## config.mk

```make
export PLATFORM = sky130hd
export DESIGN_NAME = cal_clock
export DESIGN_NICKNAME = d
export VERILOG_FILES = /design/src/rtl/cal_pkg.sv /design/src/rtl/cal_access.sv /design/src/rtl/cal_counter.sv /design/src/rtl/cal_clock.sv
export SDC_FILE = /design/constraint.sdc
export NUM_CORES = 1
export LEC_CHECK = 0
export ABC_AREA = 1
export BUFFER_PORTS_ARGS = -buffer_cell sky130_fd_sc_hd__buf_2
export CORE_UTILIZATION = 49
export DETAILED_ROUTE_END_ITERATION = 8
export PLACE_DENSITY = 0.71
export RECOVER_POWER = 25
export SLEW_MARGIN = 20
export SYNTH_ARGS = -nofsm -noshare
export SYNTH_HDL_FRONTEND = slang
export SYNTH_SLANG_ARGS = --single-unit
```

## constraint.sdc

```tcl
create_clock -name clk -period 8.45 [get_ports clk]
set_input_delay 0.4225 -clock clk [delete_from_list [all_inputs] [get_ports clk]]
set_output_delay 0.4225 -clock clk [all_outputs]
set_load 0.02 [all_outputs]
```

## src/rtl/cal_pkg.sv

```systemverilog
package cal_pkg;

  localparam int DATA_W    = 8;
  localparam int N_FIELDS  = 7;

  localparam logic [2:0] F_SEC  = 3'd0;
  localparam logic [2:0] F_MIN  = 3'd1;
  localparam logic [2:0] F_HR   = 3'd2;
  localparam logic [2:0] F_WDAY = 3'd3;
  localparam logic [2:0] F_DATE = 3'd4;
  localparam logic [2:0] F_MON  = 3'd5;
  localparam logic [2:0] F_YR   = 3'd6;

  typedef struct packed {
    logic [6:0] yr;
    logic [3:0] mon;
    logic [4:0] date;
    logic [2:0] wday;
    logic [4:0] hr;
    logic [5:0] min;
    logic [5:0] sec;
  } cal_t;

  function automatic logic [4:0] month_len(input logic [3:0] mon, input logic [6:0] yr);
    case (mon)
      4'd2:                      month_len = (yr[1:0] == 2'b00) ? 5'd29 : 5'd28;
      4'd4, 4'd6, 4'd9, 4'd11:   month_len = 5'd30;
      default:                   month_len = 5'd31;
    endcase
  endfunction

  function automatic logic value_ok(input logic [2:0] idx, input logic [DATA_W-1:0] v);
    case (idx)
      F_SEC, F_MIN: value_ok = (v < 8'd60);
      F_HR:         value_ok = (v < 8'd24);
      F_WDAY:       value_ok = (v >= 8'd1) && (v <= 8'd7);
      F_DATE:       value_ok = (v >= 8'd1) && (v <= 8'd31);
      F_MON:        value_ok = (v >= 8'd1) && (v <= 8'd12);
      F_YR:         value_ok = (v < 8'd100);
      default:      value_ok = 1'b0;
    endcase
  endfunction

endpackage

```

## src/rtl/cal_access.sv

```systemverilog
module cal_access
  import cal_pkg::*;
#(
  parameter int ADDR_W      = 4,
  parameter int UNLOCK_ADDR = 15,
  parameter int TRIM_ADDR   = 7,
  parameter int GUARD_TICKS = 2
) (
  input  logic              clk,
  input  logic              rst,
  input  logic              tick,
  input  logic              wr_en,
  input  logic [ADDR_W-1:0] wr_addr,
  input  logic [DATA_W-1:0] wr_data,
  output logic              fld_we,
  output logic [2:0]        fld_idx,
  output logic [DATA_W-1:0] fld_val,
  output logic [1:0]        step,
  output logic              armed,
  output logic              adv_pend,
  output logic              ret_pend
);

  localparam int GW = $clog2(GUARD_TICKS + 1);

  logic          armed_q, adv_q, ret_q;
  logic [GW-1:0] guard_q;
  logic          is_unlock, is_other, granted, trim_ok;

  always_comb begin
    is_unlock = wr_en && (wr_addr == ADDR_W'(UNLOCK_ADDR));
    is_other  = wr_en && !is_unlock;
    granted   = is_other && armed_q;
    fld_idx   = wr_addr[2:0];
    fld_val   = wr_data;
    fld_we    = granted && (wr_addr < ADDR_W'(N_FIELDS)) && value_ok(wr_addr[2:0], wr_data);
    trim_ok   = granted && (wr_addr == ADDR_W'(TRIM_ADDR)) && !adv_q && !ret_q &&
                (guard_q == '0) && (wr_data[1] ^ wr_data[0]);
    if (!tick)      step = 2'd0;
    else if (adv_q) step = 2'd2;
    else if (ret_q) step = 2'd0;
    else            step = 2'd1;
  end

  always_ff @(posedge clk) begin
    if (rst) begin
      armed_q <= 1'b0;
      adv_q   <= 1'b0;
      ret_q   <= 1'b0;
      guard_q <= '0;
    end else begin
      if (is_unlock)     armed_q <= 1'b1;
      else if (is_other) armed_q <= 1'b0;

      if (tick) begin
        adv_q <= 1'b0;
        ret_q <= 1'b0;
        if (adv_q || ret_q)      guard_q <= GW'(GUARD_TICKS);
        else if (guard_q != '0)  guard_q <= guard_q - 1'b1;
      end
      if (trim_ok) begin
        adv_q <= wr_data[0];
        ret_q <= wr_data[1];
      end
    end
  end

  assign armed    = armed_q;
  assign adv_pend = adv_q;
  assign ret_pend = ret_q;

endmodule

```

## src/rtl/cal_counter.sv

```systemverilog
module cal_counter
  import cal_pkg::*;
(
  input  logic              clk,
  input  logic              rst,
  input  logic [1:0]        step,
  input  logic              fld_we,
  input  logic [2:0]        fld_idx,
  input  logic [DATA_W-1:0] fld_val,
  output cal_t              now
);

  cal_t       cur_q, nx;
  logic [6:0] sec_sum;
  logic       c_min, c_hr, c_day, c_mon, c_yr;

  always_comb begin
    nx      = cur_q;
    c_min   = 1'b0;
    c_hr    = 1'b0;
    c_day   = 1'b0;
    c_mon   = 1'b0;
    c_yr    = 1'b0;
    sec_sum = {1'b0, cur_q.sec} + {5'b0, step};

    if (sec_sum >= 7'd60) begin
      nx.sec = 6'(sec_sum - 7'd60);
      c_min  = 1'b1;
    end else begin
      nx.sec = sec_sum[5:0];
    end

    if (c_min) begin
      if (cur_q.min >= 6'd59) begin nx.min = 6'd0; c_hr = 1'b1; end
      else nx.min = cur_q.min + 6'd1;
    end

    if (c_hr) begin
      if (cur_q.hr >= 5'd23) begin nx.hr = 5'd0; c_day = 1'b1; end
      else nx.hr = cur_q.hr + 5'd1;
    end

    if (c_day) begin
      nx.wday = (cur_q.wday >= 3'd7) ? 3'd1 : cur_q.wday + 3'd1;
      if (cur_q.date >= month_len(cur_q.mon, cur_q.yr)) begin
        nx.date = 5'd1;
        c_mon   = 1'b1;
      end else begin
        nx.date = cur_q.date + 5'd1;
      end
    end

    if (c_mon) begin
      if (cur_q.mon >= 4'd12) begin nx.mon = 4'd1; c_yr = 1'b1; end
      else nx.mon = cur_q.mon + 4'd1;
    end

    if (c_yr) nx.yr = (cur_q.yr >= 7'd99) ? 7'd0 : cur_q.yr + 7'd1;

    if (fld_we) begin
      case (fld_idx)
        F_SEC:   nx.sec  = fld_val[5:0];
        F_MIN:   nx.min  = fld_val[5:0];
        F_HR:    nx.hr   = fld_val[4:0];
        F_WDAY:  nx.wday = fld_val[2:0];
        F_DATE:  nx.date = fld_val[4:0];
        F_MON:   nx.mon  = fld_val[3:0];
        F_YR:    nx.yr   = fld_val[6:0];
        default: ;
      endcase
    end
  end

  always_ff @(posedge clk) begin
    if (rst) begin
      cur_q <= '{yr: 7'd0, mon: 4'd1, date: 5'd1, wday: 3'd1, hr: 5'd0, min: 6'd0, sec: 6'd0};
    end else begin
      cur_q <= nx;
    end
  end

  assign now = cur_q;

endmodule

```

## src/rtl/cal_clock.sv

```systemverilog
module cal_clock
  import cal_pkg::*;
#(
  parameter int ADDR_W      = 4,
  parameter int UNLOCK_ADDR = 15,
  parameter int TRIM_ADDR   = 7,
  parameter int GUARD_TICKS = 2
) (
  input  logic              clk,
  input  logic              rst,
  input  logic              tick_1s,
  input  logic              wr_en,
  input  logic [ADDR_W-1:0] wr_addr,
  input  logic [7:0]        wr_data,
  output logic [5:0]        sec_o,
  output logic [5:0]        min_o,
  output logic [4:0]        hr_o,
  output logic [2:0]        wday_o,
  output logic [4:0]        date_o,
  output logic [3:0]        mon_o,
  output logic [6:0]        yr_o
);

  logic              fld_we;
  logic [2:0]        fld_idx;
  logic [DATA_W-1:0] fld_val;
  logic [1:0]        step;
  logic              armed, adv_pend, ret_pend;
  cal_t              now;

  cal_access #(
    .ADDR_W      (ADDR_W),
    .UNLOCK_ADDR (UNLOCK_ADDR),
    .TRIM_ADDR   (TRIM_ADDR),
    .GUARD_TICKS (GUARD_TICKS)
  ) u_access (
    .clk      (clk),
    .rst      (rst),
    .tick     (tick_1s),
    .wr_en    (wr_en),
    .wr_addr  (wr_addr),
    .wr_data  (wr_data),
    .fld_we   (fld_we),
    .fld_idx  (fld_idx),
    .fld_val  (fld_val),
    .step     (step),
    .armed    (armed),
    .adv_pend (adv_pend),
    .ret_pend (ret_pend)
  );

  cal_counter u_counter (
    .clk     (clk),
    .rst     (rst),
    .step    (step),
    .fld_we  (fld_we),
    .fld_idx (fld_idx),
    .fld_val (fld_val),
    .now     (now)
  );

  assign sec_o  = now.sec;
  assign min_o  = now.min;
  assign hr_o   = now.hr;
  assign wday_o = now.wday;
  assign date_o = now.date;
  assign mon_o  = now.mon;
  assign yr_o   = now.yr;

endmodule

```

==> impl_metrics.yaml, run 1 <==
routing:
  wl_met3_microns: 281
  drt-vias-per-instance: 5.22
  dr.max_layer_used: "met4"
  wl_per_cell_microns: 12.4
  drc: 0
  dr_wl_met2_mm: 3.42
  routed_wl_mm: 7.32
  vias: 3080
  met1_length_mm: 3.47
  drt_first_pass_iters: 5
  postRouteAntennaNets: 0
  drt_iter0_drc: 168
global_routing:
  overflow: 0
  grt_max_degree: 22
  grt_pass1_wl_mm: 12.6
  grt_use_total_pct: 25.1
  antenna_found_initial: 0
  grt_pass1_vias: 2850
critical_path:
  worstPathMaxFanout: 15
  cpPeakStageDelay_ns: 0.43
  critical-path-slowest-cell: "fa_1"
  critPathKind: "register to register"
  worstSetupEndpointType: "register"
  cp_top_family: "simple AND/OR/NAND/NOR gates"
  cp_cell_sequence: "nor2_1 > inv_1 > nor2_1 > ha_1 > fa_1 > nand2_1 > nand2_1 > inv_1 > ha_1 > nor3b_1 > nand3_1 > nand2_1 > nand2_2 > nand2_4 > nand4_4 > clkinv_2 > nand2_2 > nand2_1 > nand3_1 > nand3_1 > inv_1"
  cp.arrival_ns: 3.29
  crit_path_start_kind: "register"
  crit_buf_inv: 4
  crit_required_ns: 8.65
  crit_path_frequent_cell: "nand2_1"
floorplanning:
  rows: 28
  chipHeight_microns: 79.9
  core_sq_mm: 0.00589
  die_area_sq_mm: 0.00638
  io_pins: 52
  die_w_microns: 79.9
  start_util_pct: 50.5
sta:
  drv_slew: 0
  rsz0062_at_grt: "no"
  post-route-min-period_ns: 3.09
  slew_headroom_pct: 55.9
  setup_slack_ns: 5.36
  hold_violations: 0
  clock_skew_ns: 0.00616
  setup_viol: 0
  setup_tns_ns: 0
  max_freq_mhz: 324
  tightest_slew_ns: 0.661
  period_share_pct: 36.6
clock_tree:
  cts-root-buf: "clkbuf_8"
  clkTransAtPathRegs_ns: 0.08
  cts_max_path_buffers: 2
  clk_latency_ns: 0.29
  cts_resized: 0
  post_cts_buffers: 0
  cts_buffers: 5
  htree_levels: 2
  cts_tree: "yes"
  hold_buffers: 0
  cts.sinks: 41
place:
  gp_congestion: 0.904
  place_ws_ns: 5.20
  portBuffers: 51
  dpl.hpwl_mm: 5.56
final_layout:
  area_delta_synth_final_pct: 12.5
  insertedDiodeCount: 0
  final_common_cell: "nand2_1"
  layout-drive-gt1-share_pct: 11.1
  fin_nets: 552
  final_util_pct: 56.8
  final_cell_mix: "nand2_1, inv_1, nand3_1"
logic_synthesis:
  ys_seq_area_share_pct: 27.6
  synth_edf_count: 0
  yosysUniqueCellTypes: 37
  syn-num-nets: 502
  avgSynthCellArea_sq_um: 6.40
  synth_ff_type: "dfxtp_1"
  syn_area_sq_mm: 0.00297
  synthArstFlopShare_pct: 0
  yosysWarnings: 0
  synth-seq-cells: 41
  netlist_instances: 465
power:
  p_leak_nw: 1.62
  finalPower_mw: 0.355
  peakVddDrop_mv: 0.0688
  power_density_mw_per_mm2: 106
hold_path:
  hold_class: "primary input to register"
flow_run:
  cap_violations: 0
run_status:
  status: "finished, final reports clean"
[metrics by stage]
| step | hold slack [ns] | cell area (sq um) | instances |
|---|---|---|---|
| floorplan | 0.454 | 2970 | 465 |
| global placement | 0.481 | 3280 | 583 |
| detailed placement | 0.478 | 3280 | 583 |
| CTS | 0.396 | 3370 | 590 |
| global route | 0.407 | 3340 | 590 |
| finish | 0.396 | 3340 | 590 |
[report_power, final]
| part | switching [mW] | internal (mW) |
|---|---|---|
| Clock | 0.0659 | 0.0649 |
| Combinational | 0.0212 | 0.00798 |
| Sequential | 0.00111 | 0.194 |
[per-layer routing]
| layer | GRT usage [%] | vias to the layer above |
|---|---|---|
| met4 | 9.64 | 0 |
| met2 | 43.9 | 71 |
| met5 | 0 | - |
| met1 | 30.3 | 1381 |
| met3 | 4.11 | 16 |
| li1 | - | 1612 |
[synth_stat cells, types with 3 or more instances]
master,count,area (sq um)
xor2_1,5,43.8
nor2_1,46,173
nand4_1,5,31.3
ha_1,20,250
inv_2,3,11.3
o21ai_0,21,105
a21oi_1,33,165
o211ai_1,9,67.6
nand3_1,57,285
buf_2,3,15.0
clkbuf_1,3,11.3
inv_1,78,293
nor3_1,5,25.0
nand2_2,4,25.0
nand2_1,104,390
dfxtp_1,41,821
[flip-flops by register name, indices dropped and copies added (netlist names)]
| signal | flops |
|---|---|
| u_access.adv_pend | 1 |
| u_access.guard_q | 2 |
| u_counter.now | 36 |
| u_access.armed | 1 |
| u_access.ret_pend | 1 |
[logic make-up (layout without fill, tap and decap cells)]
logic type / Yosys count / after routing / share of synthesized area [%]
and+or+nand+nor: 233 / 233 / 35.7
buffers and inverters: 90 / 140 / 11.8
AOI/OAI and AO/OA: 75 / 75 / 14.3
DFF: 41 / 41 / 27.6
adders and majority gates: 21 / 21 / 9.09
xor gates and xnor gates: 5 / 5 / 1.47
[final timing paths]
path | from | to | slack, ns | cells past startpoint
worst max-delay path | u_access.adv_pend$_SDFFE_PP0P_ | u_counter.now[31]$_SDFF_PP0_ | 5.36 | 21
worst min-delay path | wr_data[6] | u_counter.now[35]$_SDFF_PP0_ | 0.40 | 3
worst max register to register | u_access.adv_pend$_SDFFE_PP0P_ | u_counter.now[31]$_SDFF_PP0_ | 5.36 | 21
worst min register to register | u_access.ret_pend$_SDFFE_PP0P_ | u_access.ret_pend$_SDFFE_PP0P_ | 0.49 | 2
[area by class of cell]
type	instances	area, sq um
multi-input cells	334	1800
inverters	82	309
flip-flops and latches	41	821
fillers	591	2540
clock buffers	7	86.3
repair buffers	51	233
well taps	75	93.8
[worst reg2reg max path: stages, from the launching register on]
cell      delay (ns)
dfxtp_1         0.36
nor2_1          0.07
inv_1           0.07
nor2_1          0.06
ha_1            0.22
fa_1            0.43
nand2_1         0.11
nand2_1         0.09
inv_1           0.07
ha_1            0.16
nor3b_1         0.18
nand3_1         0.12
nand2_1         0.10
nand2_2         0.08
nand2_4         0.17
nand4_4         0.18
clkinv_2        0.14
nand2_2         0.11
nand2_1         0.09
nand3_1         0.07
nand3_1         0.08
inv_1           0.05
Note: power is estimated with default switching activity, not from simulation.
==> inputs of run 2 (changes only) <==
==> constraint.sdc (replaced) <==
create_clock -name clk -period 3.1 [get_ports clk]
set_input_delay 0.155 -clock clk [delete_from_list [all_inputs] [get_ports clk]]
set_output_delay 0.155 -clock clk [all_outputs]
set_load 0.02 [all_outputs]
==> impl_metrics.yaml, run 2 (same netlist as run 1, synthesis figures left out) <==
power:
  power_density_mw_per_mm2: 282
  p_leak_nw: 1.69
  peakVddDrop_mv: 0.196
clock_tree:
  cts.sinks: 41
  hold_buffers: 0
  clk_latency_ns: 0.29
  htree_levels: 2
  clkTransAtPathRegs_ns: 0.08
  cts_max_path_buffers: 2
  cts_tree: "yes"
  cts_buffers: 5
  cts-root-buf: "clkbuf_8"
floorplanning:
  die_w_microns: 79.9
  core_sq_mm: 0.00589
  chipHeight_microns: 79.9
  die_area_sq_mm: 0.00638
  start_util_pct: 50.5
  io_pins: 52
  rows: 28
global_routing:
  antenna_found_initial: 0
  grtUsageMet1_pct: 31.3
  grt.busiest_layer: "met2"
  grt_pass1_wl_mm: 12.4
  grt_max_degree: 22
  met2_usage_pct: 41.8
  grt_use_total_pct: 24.7
  grt_use_met3_pct: 3.89
  overflow: 0
  grt_pass1_vias: 2804
final_layout:
  final_cell_area_sq_mm: 0.00347
  fin_nets: 563
  area_delta_synth_final_pct: 16.6
  final_cell_mix: "nand2_1, inv_1, nand3_1"
  fin_cells: 601
  layout-drive-gt1-share_pct: 14.4
  final_common_cell: "nand2_1"
  largest_reg_flops: 36
  fillers: 571
  insertedDiodeCount: 0
critical_path:
  cp.arrival_ns: 3.19
  crit_required_ns: 3.33
  crit_path_start_kind: "register"
  worstSetupEndpointType: "register"
  ff2ff_setup_slack_ns: 0.14
  critPathKind: "register to register"
  worstPathMaxFanout: 8
routing:
  drt_iter0_drc: 220
  drt-vias-per-instance: 5.29
  vias: 3180
  drt_first_pass_iters: 5
  drc: 0
  postRouteAntennaNets: 0
  routed_wl_mm: 7.55
  wl_per_cell_microns: 12.6
sta:
  setup_tns_ns: 0
  drv_slew: 0
  slew_headroom_pct: 54.5
  hold_ws_ns: 0.132
  max_freq_mhz: 338
  post-route-min-period_ns: 2.96
  hold_violations: 0
  tightest_slew_ns: 0.682
  clock_skew_ns: 0.00616
  period_share_pct: 95.4
  setup_viol: 0
  setup_slack_ns: 0.142
place:
  dp.cells: 584
  gp_congestion: 0.887
  portBuffers: 51
  dpl.hpwl_mm: 5.49
  postPlaceCellArea_sq_mm: 0.00329
  place_ws_ns: 0.0788
flow_run:
  cap_violations: 0
run_status:
  status: "finished, final reports clean"
hold_path:
  hold_class: "primary input to register"
run 2: changes by cell type in the layout (fill, tap and decap cells not counted), sizes merged:
cell    change
inv         +1
clkinv      -1
nand2       +1
buf        +10
run 2: layer usage:
layer | vias up | share of wire [%]
li1 | 1629 | -
met1 | 1432 | 46
met3 | 11 | 6.2
met2 | 108 | 46
met4 | 0 | 1.4
met5 | - | 0
run 2: worst paths after layout:
| check | start | endpoint | depth (start not counted) |
|---|---|---|---|
| setup / recovery | u_access.ret_pend$_SDFFE_PP0P_ | u_counter.now[29]$_SDFF_PP0_ | 20 |
| hold reg to reg | u_access.guard_q[0]$_SDFFE_PP0P_ | u_access.guard_q[0]$_SDFFE_PP0P_ | 2 |
| hold / removal | wr_addr[3] | u_access.armed$_SDFFE_PP0P_ | 3 |
| setup reg to reg | u_access.ret_pend$_SDFFE_PP0P_ | u_counter.now[29]$_SDFF_PP0_ | 20 |
run 2: metrics by stage:
step           total power, mW  util (%)
3_3_place_gp             0.624      55.9
2_1_floorplan            0.590         -
5_1_grt                   1.01      58.9
6_report                 0.976      58.9
3_5_place_dp             0.624      55.9
4_1_cts                  0.977      57.3
run 2: worst max-delay path: stages, from the launching register on:
cell     delay (ns)
dfxtp_1        0.36
nor2_2         0.05
inv_1          0.07
nor2_2         0.05
ha_2           0.21
fa_2           0.39
nand2_1        0.11
nand2_2        0.08
inv_1          0.05
ha_1           0.15
nor3b_2        0.20
nand3_1        0.13
nand2_2        0.11
nand2_4        0.09
nand2_8        0.10
nand4_4        0.17
nor2_4         0.26
nand2_1        0.08
nand3_1        0.08
nand2_1        0.06
nor2_1         0.11
run 2: what timing repair did:
action | in CTS | in global routing
resized for setup | 0 | 11
setup endpoints to repair | 0 | 25
buffers inserted | 0 | 9
run 2: final cells by class:
cell class / count / area [sq um] / area share (%)
inverter: 82 / 310 / 8.95
multi-input combinational: 335 / 1850 / 53.3
sequential: 41 / 822 / 23.7
clock buffer: 7 / 86.3 / 2.49
tap: 75 / 93.8 / 2.71
timing repair buffer: 61 / 308 / 8.88
run 2: report_power, final:
group / switching (mW) / internal, mW
registers: 0.00343 / 0.530
clock network: 0.182 / 0.177
logic: 0.0597 / 0.0244
